===== src/rtl/wdk_pkg.sv =====
package wdk_pkg;
  localparam int ADDR_W = 4;

  localparam logic [ADDR_W-1:0] OFS_MODE = 4'h0;
  localparam logic [ADDR_W-1:0] OFS_TC   = 4'h4;
  localparam logic [ADDR_W-1:0] OFS_FEED = 4'h8;
  localparam logic [ADDR_W-1:0] OFS_CNT  = 4'hC;

  localparam logic [7:0] KEY_OPEN  = 8'hAA;
  localparam logic [7:0] KEY_CLOSE = 8'h55;

  typedef enum logic {FD_IDLE = 1'b0, FD_HALF = 1'b1} feed_st_e;

  typedef struct packed {
    logic good;
    logic bad;
  } feed_res_t;
endpackage


===== src/rtl/wdk_feed_check.sv =====
module wdk_feed_check
  import wdk_pkg::*;
(
  input  logic      clk,
  input  logic      rst_n,
  input  logic      feed_wr,
  input  logic [7:0] feed_byte,
  input  logic      other_acc,
  output feed_res_t res
);
  feed_st_e st_q, st_d;

  always_comb begin
    st_d = st_q;
    res  = '0;
    case (st_q)
      FD_IDLE: begin
        if (feed_wr && feed_byte == KEY_OPEN) st_d = FD_HALF;
      end
      FD_HALF: begin
        if (other_acc) begin
          res.bad = 1'b1;
          st_d    = FD_IDLE;
        end else if (feed_wr) begin
          if (feed_byte == KEY_CLOSE) res.good = 1'b1;
          else                        res.bad  = 1'b1;
          st_d = FD_IDLE;
        end
      end
      default: st_d = FD_IDLE;
    endcase
  end

  always_ff @(posedge clk) begin
    if (!rst_n) st_q <= FD_IDLE;
    else        st_q <= st_d;
  end

  AST_KEY_OPENS: assert property (@(posedge clk) disable iff (!rst_n)
    (st_q == FD_IDLE && feed_wr && feed_byte == KEY_OPEN) |=> st_q == FD_HALF);
  AST_HALF_CLOSES: assert property (@(posedge clk) disable iff (!rst_n)
    (st_q == FD_HALF && (feed_wr || other_acc)) |=> st_q == FD_IDLE);
  AST_VERDICT_NEEDS_HALF: assert property (@(posedge clk) disable iff (!rst_n)
    (res.good || res.bad) |-> $past(st_d) == FD_HALF || st_q == FD_HALF);
endmodule


===== src/rtl/wdk_prescale.sv =====
module wdk_prescale #(
  parameter int DIV = 4
) (
  input  logic clk,
  input  logic rst_n,
  input  logic run,
  input  logic clear,
  input  logic tick,
  output logic step
);
  localparam int PW = (DIV > 2) ? $clog2(DIV) : 1;
  localparam logic [PW-1:0] LAST = PW'(DIV - 1);

  logic [PW-1:0] pc_q;

  assign step = run && tick && !clear && (pc_q == LAST);

  always_ff @(posedge clk) begin
    if (!rst_n || clear)   pc_q <= '0;
    else if (run && tick)  pc_q <= (pc_q == LAST) ? '0 : pc_q + 1'b1;
  end

  AST_STEP_SPACED: assert property (@(posedge clk) disable iff (!rst_n)
    step |=> !step);
  AST_IDLE_FROZEN: assert property (@(posedge clk) disable iff (!rst_n)
    (!run && !clear) |=> $stable(pc_q));
endmodule


===== src/rtl/wdk_countdown.sv =====
module wdk_countdown #(
  parameter int W = 24
) (
  input  logic         clk,
  input  logic         rst_n,
  input  logic         reload,
  input  logic         step,
  input  logic [W-1:0] load_val,
  output logic [W-1:0] cnt,
  output logic         expire
);
  logic [W-1:0] cnt_q;

  assign cnt    = cnt_q;
  assign expire = step && !reload && (cnt_q == '0);

  always_ff @(posedge clk) begin
    if (!rst_n)      cnt_q <= '1;
    else if (reload) cnt_q <= load_val;
    else if (step)   cnt_q <= (cnt_q == '0) ? load_val : cnt_q - 1'b1;
  end

  AST_RELOAD_TAKES: assert property (@(posedge clk) disable iff (!rst_n)
    reload |=> cnt_q == $past(load_val));
  AST_HOLD_NO_STEP: assert property (@(posedge clk) disable iff (!rst_n)
    (!reload && !step) |=> $stable(cnt_q));
  AST_EXPIRE_RELOADS: assert property (@(posedge clk) disable iff (!rst_n)
    expire |=> cnt_q == $past(load_val));
endmodule


===== src/rtl/wdk_watchdog.sv =====
module wdk_watchdog
  import wdk_pkg::*;
#(
  parameter int DATA_W   = 32,
  parameter int CNT_W    = 24,
  parameter int PRESCALE = 4,
  parameter int TC_MIN   = 255
) (
  input  logic              clk,
  input  logic              rst_n,
  input  logic              tick,
  input  logic [ADDR_W-1:0] bus_addr,
  input  logic              bus_wr,
  input  logic              bus_rd,
  input  logic [DATA_W-1:0] bus_wdata,
  output logic [DATA_W-1:0] bus_rdata,
  output logic              rst_req
);
  localparam int PAD = DATA_W - CNT_W;
  localparam logic [CNT_W-1:0] TC_FLOOR = CNT_W'(TC_MIN);

  logic             en_q, rsel_q, flag_q, active_q, req_q;
  logic [CNT_W-1:0] tc_q, tc_wval, cnt;
  logic             feed_wr, other_acc, step, expire, over_range;
  feed_res_t        fres;

  assign feed_wr   = bus_wr && (bus_addr == OFS_FEED);
  assign other_acc = bus_rd || (bus_wr && (bus_addr != OFS_FEED));

  assign over_range = |bus_wdata[DATA_W-1:CNT_W];
  always_comb begin
    if (over_range)                          tc_wval = '1;
    else if (bus_wdata[CNT_W-1:0] < TC_FLOOR) tc_wval = TC_FLOOR;
    else                                     tc_wval = bus_wdata[CNT_W-1:0];
  end

  wdk_feed_check i_feed (
    .clk       (clk),
    .rst_n     (rst_n),
    .feed_wr   (feed_wr),
    .feed_byte (bus_wdata[7:0]),
    .other_acc (other_acc),
    .res       (fres)
  );

  wdk_prescale #(.DIV(PRESCALE)) i_pre (
    .clk   (clk),
    .rst_n (rst_n),
    .run   (active_q),
    .clear (fres.good),
    .tick  (tick),
    .step  (step)
  );

  wdk_countdown #(.W(CNT_W)) i_cnt (
    .clk      (clk),
    .rst_n    (rst_n),
    .reload   (fres.good),
    .step     (step),
    .load_val (tc_q),
    .cnt      (cnt),
    .expire   (expire)
  );

  always_ff @(posedge clk) begin
    if (!rst_n) begin
      en_q     <= 1'b0;
      rsel_q   <= 1'b0;
      flag_q   <= 1'b0;
      active_q <= 1'b0;
      req_q    <= 1'b0;
      tc_q     <= '1;
    end else begin
      if (bus_wr && bus_addr == OFS_MODE) begin
        en_q   <= en_q | bus_wdata[0];
        rsel_q <= bus_wdata[1];
      end
      if (bus_wr && bus_addr == OFS_TC) tc_q <= tc_wval;
      if (fres.good && en_q) active_q <= 1'b1;
      if (expire) flag_q <= 1'b1;
      req_q <= (expire && rsel_q) || (fres.bad && active_q);
    end
  end

  always_comb begin
    case (bus_addr)
      OFS_MODE: bus_rdata = {{(DATA_W-3){1'b0}}, flag_q, rsel_q, en_q};
      OFS_TC:   bus_rdata = {{PAD{1'b0}}, tc_q};
      OFS_CNT:  bus_rdata = {{PAD{1'b0}}, cnt};
      default:  bus_rdata = '0;
    endcase
  end

  assign rst_req = req_q;

  AST_EN_STICKY: assert property (@(posedge clk) disable iff (!rst_n)
    en_q |=> en_q);
  AST_RUN_STICKY: assert property (@(posedge clk) disable iff (!rst_n)
    active_q |=> active_q && en_q);
  AST_IDLE_NO_REQ: assert property (@(posedge clk) disable iff (!rst_n)
    !active_q |=> !rst_req);
  AST_FLAG_STICKY: assert property (@(posedge clk) disable iff (!rst_n)
    flag_q |=> flag_q);
  AST_TC_FLOOR: assert property (@(posedge clk) disable iff (!rst_n)
    tc_q >= TC_FLOOR);
  AST_NOSEL_NO_EXPIRE_REQ: assert property (@(posedge clk) disable iff (!rst_n)
    (expire && !rsel_q && !fres.bad) |=> !rst_req);
endmodule


===== config.mk =====
export PLATFORM = sky130hd
export DESIGN_NAME = wdk_watchdog
export DESIGN_NICKNAME = d
export VERILOG_FILES = /design/src/rtl/wdk_pkg.sv /design/src/rtl/wdk_feed_check.sv /design/src/rtl/wdk_prescale.sv /design/src/rtl/wdk_countdown.sv /design/src/rtl/wdk_watchdog.sv
export SDC_FILE = /design/constraint.sdc
export NUM_CORES = 1
export LEC_CHECK = 0
export BUFFER_PORTS_ARGS = -buffer_cell sky130_fd_sc_hd__buf_2
export CAP_MARGIN = 40
export CORE_MARGIN = 5
export CORE_UTILIZATION = 49
export DETAILED_ROUTE_END_ITERATION = 10
export PLACE_DENSITY_LB_ADDON = 0.12
export SLEW_MARGIN = 20
export SYNTH_ARGS = -nofsm -noshare
export SYNTH_HDL_FRONTEND = slang
export SYNTH_HIERARCHICAL = 1
export SYNTH_SLANG_ARGS = --single-unit

===== constraint.sdc =====
create_clock -name clk -period 3.3 [get_ports clk]
set_input_delay 0.66 -clock clk [delete_from_list [all_inputs] [get_ports clk]]
set_output_delay 0.66 -clock clk [all_outputs]
set_load 0.05 [all_outputs]

==> run metrics, run 1 <==
status=finished, final reports clean; CTS H-tree depth=2; Max-slew headroom=0.577; Top cell by count, worst path=and4_1; post-route insts no fill=530; most frequent cells in the layout=65 x buf_2, 56 x dfxtp_1, 23 x nand2_1; layout cells sized above 1=0.267; DRT Pass-1 Iters=5; CP peak stage delay=slightly below 700 ps; post-synthesis async set-or-reset flop share=0; root buffer cell=clkbuf_8; Layout Utilization=0.576; Critical Path End=i_cnt/cnt[17]$_SDFFE_PN1P_; max-cap violations=0; Post-synth EDFFs=0; DR DRC count=0; VDD IR max=between 150 and 200 uV; Critical Path RT=~3600 ps; GPL Wtd Cong=between 0.9 and 1; final setup vio count=0; starting density of the core=0.499; Die ar.=8650 sq um; worst-margin pin slew=634 ps; Area Overhead vs Synth=15.4%; Die Ht=~93 um; Crit-path slowest cell=or4b_2; simple-gate share of the synthesized area=0.268; setup TNS=0 ps; clock sinks=56; main combinational cell family by area after synthesis=compound AO/OA/AOI/OAI gates; Post-DP Area=approximately 3800 sq um; CP Class=primary input to register; kind of cell adding the most delay to the critical path=simple AND/OR/NAND/NOR gates; Fmax=approximately 330 MHz; post-synthesis mux area share=0.0156; DR vias=around 3400; commonest register cell after synthesis=dfxtp_1; post-synth top area share=0.332; top post-synthesis cells by area=dfxtp_1 33%, a22o_1 5.5%, o22a_1 4.2%, a21oi_1 3.0%, buf_4 2.7%; crit share post-route=0.910; HPWL after DPL=approximately 7.1 mm; critical path depth=9; CP startpoint=bus_addr[2]; antenna viol nets, final=0; Die Span X=a little over 90 um; vias in the first global route=roughly 3000; reg-to-reg endpoint=i_cnt/cnt[4]$_SDFFE_PN1P_; Setup WS pre-CTS=-33.7 ps; Vias/cell=between 6 and 7; row cnt=30; initial antenna violation count=0; clock transition at the registers of the reported paths=120 ps; Final Hold Fails=0; Mapped Area=approximately 3400 sq um; global-route wire length before repair=around 16 mm; Avg Inst Size Synth=between 8 and 9 sq um; placed cell count=522; RSZ-0062 raised after global routing=false; clk_skew=~15 ps; leading cell type in the layout, fill and taps excluded=buf_2; Compound-Gate Fraction of Synth Area=0.294; Placeable Area=between 6000 and 7000 sq um; distinct cell type count after synthesis=76; startpoint types=primary input; PwrDens=~330 nW/um^2; fin crit period=~3000 ps; Final Worst Setup Slack=about 300 ps; Port Buffers=65; xor and xnor fraction of the mapped netlist area=0.00519; Critical R2R Launch=i_cnt/cnt[0]$_SDFFE_PN1P_; Post-CTS Setup Inserts=0; clk_lat worst skew=about 320 ps; Lkg Pwr=roughly 1.6 nW; adder-cell share of the synthesized area=0.0111; number of DRC markers in iteration 0=326; clk buf depth=2; drt total wl=between 9 and 10 mm; final net count=493; TritonCTS clock tree=done; CP endpoint kind=register; HP Class=register to register; gr usage total=0.224; CP cell instances=buf_2 > or4b_2 > a21o_1 > and4bb_1 > and4_1 > and4b_2 > or2_2 > and4_1 > o31ai_1; antenna cells=0; fin area=roughly 3900 sq um; YS warnings=6; CTS Buf Count=5; Arr. time, crit path=around 3300 ps; crit path buf inv count=1; grt ovf=0; Yosys reg bits=56; Max FO, Critical Path=10; hold_buf cts=0; R2R cell count=8; post-synthesis sequential area ratio=0.332; # resized after CTS=0; R2R Setup Slk=roughly 890 ps; largest net degree at the start of global routing=36; wire length per cell=around 18 um; post-synth top area cell=dfxtp_1; Synth Instances=383; count of pins over their slew limit=0; I/O pins=74
==> tightest hold or removal path, stage by stage, from the launching register on <==
cell and delay (ps):
dfxtp_1 360, nor2_1 50, nor2_1 70
==> worst min-delay path by stage <==
stage / to / from / slack, ps / cells after the start
after global routing: i_cnt/cnt[9]$_SDFFE_PN1P_ / tc_q[9]$_SDFFE_PN1P_ / 530 / 2
after global placement: i_cnt/cnt[9]$_SDFFE_PN1P_ / tc_q[9]$_SDFFE_PN1P_ / 480 / 2
final: flag_q$_SDFFE_PN0P_ / flag_q$_SDFFE_PN0P_ / 510 / 2
after detailed placement: flag_q$_SDFFE_PN0P_ / flag_q$_SDFFE_PN0P_ / 480 / 2
after floorplan: flag_q$_SDFFE_PN0P_ / flag_q$_SDFFE_PN0P_ / 440 / 2
after CTS: flag_q$_SDFFE_PN0P_ / flag_q$_SDFFE_PN0P_ / 510 / 2
==> where the power goes <==
group          switching (mW)  internal [mW]
Sequential            0.00860          0.680
Combinational           0.132         0.0597
Clock                   0.253          0.156
Total                   0.393          0.896
==> kinds of logic after synthesis <==
| group | Yosys count |
|---|---|
| AO/OA/AOI/OAI | 132 |
| AND/OR/NAND/NOR | 135 |
| flip-flops | 56 |
| adder cells (fa/ha/maj) | 3 |
| multiplexers | 5 |
| XOR/XNOR | 2 |
| buffers and inverters | 49 |
| other | 1 |
==> cells in the mapped netlist, types with 7 or more instances <==
library cell,instances
a211oi_1,10
nor2_1,19
inv_1,18
a21oi_1,20
buf_4,12
a31oi_1,12
and4_1,7
nand2_1,23
nor4_1,10
o21ai_0,9
clkbuf_1,11
nand4_1,8
o22a_1,16
nor3_1,9
dfxtp_1,56
a22o_1,21
nand3_1,11
==> flip-flops by register name, summed over array words and instances (netlist names) <==
signal	count
tc_q	24
flag_q	1
i_pre/pc_q	2
i_feed/st_q	1
en_q	1
i_cnt/cnt	24
rsel_q	1
rst_req	1
active_q	1
==> cell type report <==
cell class / instances / area, sq um
clock buffers: 5 / 68.8
clock inverters: 3 / 26.3
fillers: 652 / 2860
inverters: 18 / 67.6
multi-input cells: 285 / 2050
flip-flops and latches: 56 / 1120
well taps: 80 / 100
repair buffers: 83 / 460
==> metrics by stage <==
step	hold slack [ps]	power, mW
5_1_grt	526	1.34
4_1_cts	509	1.30
2_1_floorplan	441	0.835
6_report	506	1.29
3_5_place_dp	478	0.895
3_3_place_gp	480	0.893
==> layer usage <==
| layer | global-route usage | part of all wire |
|---|---|---|
| met5 | 0 | 0 |
| met4 | 0.0513 | 0.011 |
| met3 | 0.0426 | 0.085 |
| met2 | 0.335 | 0.44 |
| met1 | 0.332 | 0.47 |
Note: power is estimated with default switching activity, not from simulation.
==> inputs of run 2 (changes only) <==
Settings changed: BUFFER_PORTS_ARGS -buffer_cell sky130_fd_sc_hd__buf_2 to default, CORE_ASPECT_RATIO from default to 0.7, CORE_UTILIZATION 49 to 55, DONT_BUFFER_PORTS from default to 1, RECOVER_POWER from default to 100.
==> run 2 against run 1 <==
Compared with the run above:
- total power fell by 4.7%
- clock power fell by 1%
- setup slack got worse by 12 ps
- sequential power barely moved
- register-to-register slack got worse by 120 ps
- non-clock buffer count fell by 68
==> run metrics, run 2 (synthesis results as in run 1) <==
vias in the first global route=2972 (-2.2%); CP Class=primary input to register; GPL Wtd Cong=0.982 (+5.4%); RSZ-0062 raised after global routing=false; Crit-path slowest cell=or4b_2; clock sinks=56 (unchanged); CP peak stage delay=670 ps (about the same); gr usage total=0.252 (+0.0275); Port Buffers=0 (-100%); hold_buf cts=0 (unchanged); cell internal pwr=0.867 mW (-3.2%); Area Overhead vs Synth=3.41%; leading cell type in the layout, fill and taps excluded=dfxtp_1; wire length per cell=21.7 um (+17%); global-route wire length before repair=15.8 mm (+1.1%); VDD IR max=246 uV (+37%); DR DRC count=0 (unchanged); initial antenna violation count=0 (unchanged); most frequent cells in the layout=56 x dfxtp_1, 23 x nand2_1, 21 x a22o_1; row cnt=23 (-23%); layout cells sized above 1=0.105 (-0.162); crit share post-route=0.914 (+0.00349); max-cap violations=0 (unchanged); count of pins over their slew limit=0 (unchanged); fin crit period=3020 ps (+11.5 ps); Max FO, Critical Path=10 (unchanged); Critical Path RT=3530 ps (-20 ps); drt total wl=9.90 mm (+1.0%); PwrDens=352 nW/um^2 (+6.3%); clk_skew=5.50 ps (-9.79 ps); R2R Setup Slk=770 ps (-120 ps); final setup vio count=0 (unchanged); CP startpoint=bus_addr[2]; Placeable Area=5840 sq um (-14%); Top cell by count, worst path=and4_1; Die ar.=7830 sq um (-9.5%); grt ovf=0 (unchanged); final net count=425 (-14%); Die Span X=104 um (+11%); Post-CTS Setup Inserts=0 (unchanged); Vias/cell=7.00 (+9.8%); CP cell instances=or4b_2 > a21o_1 > and4bb_1 > and4_1 > and4b_1 > or2_0 > and4_1 > o31ai_1; sequential share of power=0.562 (+0.027); root buffer cell=clkbuf_8; clock transition at the registers of the reported paths=110 ps (about the same); TritonCTS clock tree=done; setup TNS=0 ps (unchanged); Lkg Pwr=1.27 nW (-22%); Sw Ratio=0.293 (-0.0114); I/O pins=74 (unchanged); Fmax=332 MHz (-0.38%); antenna viol nets, final=0 (unchanged); Clk pwr share=0.328 (+0.011); CTS H-tree depth=2 (unchanged); Combinational Power Share=0.110 (-0.038); hold_sp=rst_n; Critical R2R Launch=i_cnt/cnt[0]$_SDFFE_PN1P_; Layout Utilization=0.597 (+0.0209); clk_lat worst skew=310 ps (about the same); Arr. time, crit path=3250 ps (about the same); CP endpoint kind=register; HPWL after DPL=7.33 mm (+2.9%); largest net degree at the start of global routing=36 (unchanged); Max-slew headroom=0.457 (-0.121); # resized after CTS=0 (unchanged); clk buf depth=2 (unchanged); overall power=1.23 mW (-4.7%); NetSw=0.360 mW (-8.3%); status=finished, final reports clean; DR vias=3201 (-5.3%); starting density of the core=0.578 (+0.0782); Final Hold Fails=0 (unchanged); startpoint types=primary input; HP Class=primary input to register; number of DRC markers in iteration 0=277 (-15%); DRT Pass-1 Iters=6 (+1); worst-margin pin slew=813 ps (+179 ps); antenna cells=0 (unchanged); CTS Buf Count=5 (unchanged); Die Ht=75.5 um (-19%)
==> run 2: final timing paths <==
| path | end | cells past startpoint |
|---|---|---|
| max | i_cnt/cnt[17]$_SDFFE_PN1P_ | 8 |
| max reg2reg | i_cnt/cnt[8]$_SDFFE_PN1P_ | 8 |
| min reg2reg | i_cnt/cnt[9]$_SDFFE_PN1P_ | 2 |
| min | i_cnt/cnt[23]$_SDFFE_PN1P_ | 1 |
==> run 2: critical path: cells and delay by family <==
kind	cells	cell delay, ps
AND/OR/NAND/NOR	6	2140
AO/OA/AOI/OAI	2	440
==> run 2: power by group through the flow <==
| stage | Combinational [mW] | Sequential [mW] | Clock, mW |
|---|---|---|---|
| global route | 0.142 | 0.691 | 0.443 |
| global placement | 0.138 | 0.705 | 0 |
| CTS | 0.139 | 0.689 | 0.412 |
| finish | 0.135 | 0.690 | 0.403 |
| detailed placement | 0.139 | 0.705 | 0 |
| floorplan | 0.133 | 0.702 | 0 |
==> run 2: layer usage <==
layer  GRT usage  vias up  wire [um]
met5           0        -          0
met4      0.0568        0         97
met3      0.0576       17       1190
met2       0.374      193       4120
met1       0.372     1505       4490
li1            -     1486          -
==> run 2: cell type report <==
cell class                      instances  area (sq um)
Fill cell                             552          2350
Multi-Input combinational cell        285          2020
Sequential cell                        56          1120
Tap cell                               75          93.8
Timing Repair Buffer                   15          86.3
Clock buffer                            5          68.8
Inverter                               18          67.6
Clock inverter                          3          27.5
==> run 2: metrics by stage <==
step / instances / instance area (sq um) / hold slack, ps / setup WS, ps
final: 457 / 3490 / 420 / 285
after global routing: 457 / 3490 / 398 / 176
after CTS: 457 / 3540 / 404 / 398
after detailed placement: 449 / 3450 / 487 / 63.2
after global placement: 449 / 3450 / 462 / 147
after floorplan: 390 / 3400 / 441 / 50.2
==> inputs of run 3 (changes only) <==
Settings changed: GPL_TIMING_DRIVEN from default to 0, REMOVE_ABC_BUFFERS from default to 1, SLEW_MARGIN 20 to 40.
==> run 3 against run 2 <==
Compared with the run above:
- critical path depth stayed put
- utilization increased by 0.54 points
- clock-buffer cell count unchanged
- sequential power hardly changed
- sequential cell count stayed put
- fmax fell by 2.6%
- cell count is 1.8% lower
- via count shrank 1.5%
- total power grew 5.4%
- critical endpoint is now i_cnt/cnt[23]$_SDFFE_PN1P_
- highest routed layer unchanged
==> run metrics, run 3 (synthesis results as in run 1) <==
status=finished, final reports clean; CTS H-tree depth=2 (unchanged); fin area=3520 sq um (+0.90%); GPL Wtd Cong=0.947 (-3.6%); hold_sp=rst_n; Die ar.=7830 sq um (unchanged); hold_buf cts=0 (unchanged); Max-slew headroom=0.239 (-0.218); antenna viol nets, final=0 (unchanged); crit share post-route=0.938 (+0.0246); HP Class=primary input to register; initial antenna violation count=0 (unchanged); Die Span X=104 um (unchanged); row cnt=23 (unchanged); final setup vio count=0 (unchanged); Lkg Pwr=1.31 nW (+3.6%); Port Buffers=0 (unchanged); VDD IR max=166 uV (-33%); Hold Path Cell Cnt=1 (unchanged); Crit-path slowest cell=or4b_2; CP startpoint=bus_addr[2]; DR DRC count=0 (unchanged); R2R cell count=7 (-1); hold-critical path endpoint=i_cnt/cnt[22]$_SDFFE_PN1P_; leading cell type in the layout, fill and taps excluded=dfxtp_1; grt ovf=0 (unchanged); number of DRC markers in iteration 0=307 (+11%); R2R Setup Slk=840 ps (+70 ps); Layout Utilization=0.603 (+0.00535); CP endpoint kind=register; clk_lat worst skew=320 ps (about the same); root buffer cell=clkbuf_8; HPWL after DPL=7.01 mm (-4.3%); Die Ht=75.5 um (unchanged); Vias/cell=7.02 (+0.26%); DR vias=3153 (-1.5%); wire length per cell=21.6 um (-0.21%); global-route wire length before repair=15.2 mm (-3.7%); gr usage total=0.238 (-0.0137); I/O pins=74 (unchanged); RSZ-0062 raised after global routing=false; max-cap violations=0 (unchanged); Fill cells=560 (+1.4%); worst-margin pin slew=1130 ps (+318 ps); CP Class=primary input to register; TritonCTS clock tree=done; Critical R2R Launch=i_cnt/cnt[0]$_SDFFE_PN1P_; clk buf depth=2 (unchanged); CP cell instances=or4b_2 > a21o_1 > and4bb_1 > and4_4 > and4b_4 > or2_2 > and4_1 > o31ai_1; Max FO, Critical Path=21 (+11); clock transition at the registers of the reported paths=110 ps (about the same); most frequent cells in the layout=56 x dfxtp_1, 23 x nand2_1, 21 x a22o_1; antenna cells=0 (unchanged); reg-to-reg endpoint=i_cnt/cnt[14]$_SDFFE_PN1P_; startpoint types=primary input; Placeable Area=5840 sq um (unchanged); Arr. time, crit path=3330 ps (+80 ps); count of pins over their slew limit=0 (unchanged); Final Hold Fails=0 (unchanged); clk_skew=9.40 ps (+3.90 ps); largest net degree at the start of global routing=22 (-39%); final net count=417 (-1.9%); DRT Pass-1 Iters=5 (-1); drt total wl=9.71 mm (-2.0%); clock sinks=56 (unchanged); PwrDens=367 nW/um^2 (+4.5%); Area Overhead vs Synth=4.34%; Critical Path RT=3530 ps (about the same); starting density of the core=0.578 (unchanged); layout cells sized above 1=0.115 (+0.0103); CP peak stage delay=680 ps (about the same); vias in the first global route=2955 (-0.57%); CTS Buf Count=5 (unchanged); fin crit period=3100 ps (+81.3 ps); Fmax=323 MHz (-2.6%); Hold Worst Slack=420 ps (-0.410 ps); Post-DP Area=3400 sq um (-1.3%); kind of cell adding the most delay to the critical path=simple AND/OR/NAND/NOR gates; crit path buf inv count=0 (unchanged)
[run 3: changes by cell type in the layout (fill, tap and decap cells not counted), sizes merged]
cell / previous run / this run
clkbuf: 12 / 7
buf: 8 / 5
bufinv: 0 / 1
inv: 19 / 18
[run 3: stage by stage]
| stage | total power, mW | setup WS, ps | std cells | TNS, ps |
|---|---|---|---|---|
| 6_report | 1.29 | 203 | 449 | 0 |
| 5_1_grt | 1.33 | 84.1 | 449 | 0 |
| 4_1_cts | 1.29 | 71.8 | 447 | 0 |
| 3_5_place_dp | 0.843 | -759 | 439 | -14230 |
| 3_3_place_gp | 0.839 | -2120 | 434 | -67560 |
| 2_1_floorplan | 0.823 | -505 | 359 | -13640 |
[run 3: metal layers]
| metal | part of all wire | track usage | vias up |
|---|---|---|---|
| met3 | 0.092 | 0.0593 | 7 |
| li1 | - | - | 1459 |
| met2 | 0.42 | 0.355 | 142 |
| met4 | 0.0077 | 0.0524 | 0 |
| met5 | 0 | 0 | - |
| met1 | 0.48 | 0.348 | 1545 |
[run 3: worst register-to-register path: cells and delay by family, from the launching register on]
kind	cells	cell delay, ps
AO/OA/AOI/OAI	2	830
adder cells (fa/ha/maj)	1	220
AND/OR/NAND/NOR	3	720
flip-flops	1	500
buffers and inverters	1	110
[run 3: final cells by class]
cell class	instances	area (sq um)	share of cell area
Tap cell	75	93.8	0.0267
Sequential cell	56	1120	0.318
Clock inverter	3	42.5	0.0121
Clock buffer	5	68.8	0.0195
Multi-Input combinational cell	285	2080	0.591
Inverter	18	67.6	0.0192
Timing Repair Buffer	7	45.0	0.0128
[run 3: report_power, final]
group | leakage (nW) | switching [mW] | total (mW) | internal [mW]
combinational | 0.805 | 0.106 | 0.137 | 0.0307
sequential | 0.454 | 0.00995 | 0.690 | 0.680
clock | 0.0541 | 0.241 | 0.466 | 0.225
total | 1.31 | 0.358 | 1.29 | 0.936
[run 3: how the worst max path moves through the flow]
stage                                  to  depth (start not counted)
2_1_floorplan                bus_rdata[0]                          3
3_3_place_gp                 bus_rdata[2]                          3
3_5_place_dp   i_cnt/cnt[17]$_SDFFE_PN1P_                          9
4_1_cts        i_cnt/cnt[16]$_SDFFE_PN1P_                          9
5_1_grt                      bus_rdata[1]                          5
6_report       i_cnt/cnt[23]$_SDFFE_PN1P_                          8
[run 3: timing repair]
| action | in CTS | in global routing |
|---|---|---|
| gates resized for setup | 4 | 0 |
| buffers inserted | 0 | 2 |
| setup endpoints to repair | 24 | 2 |
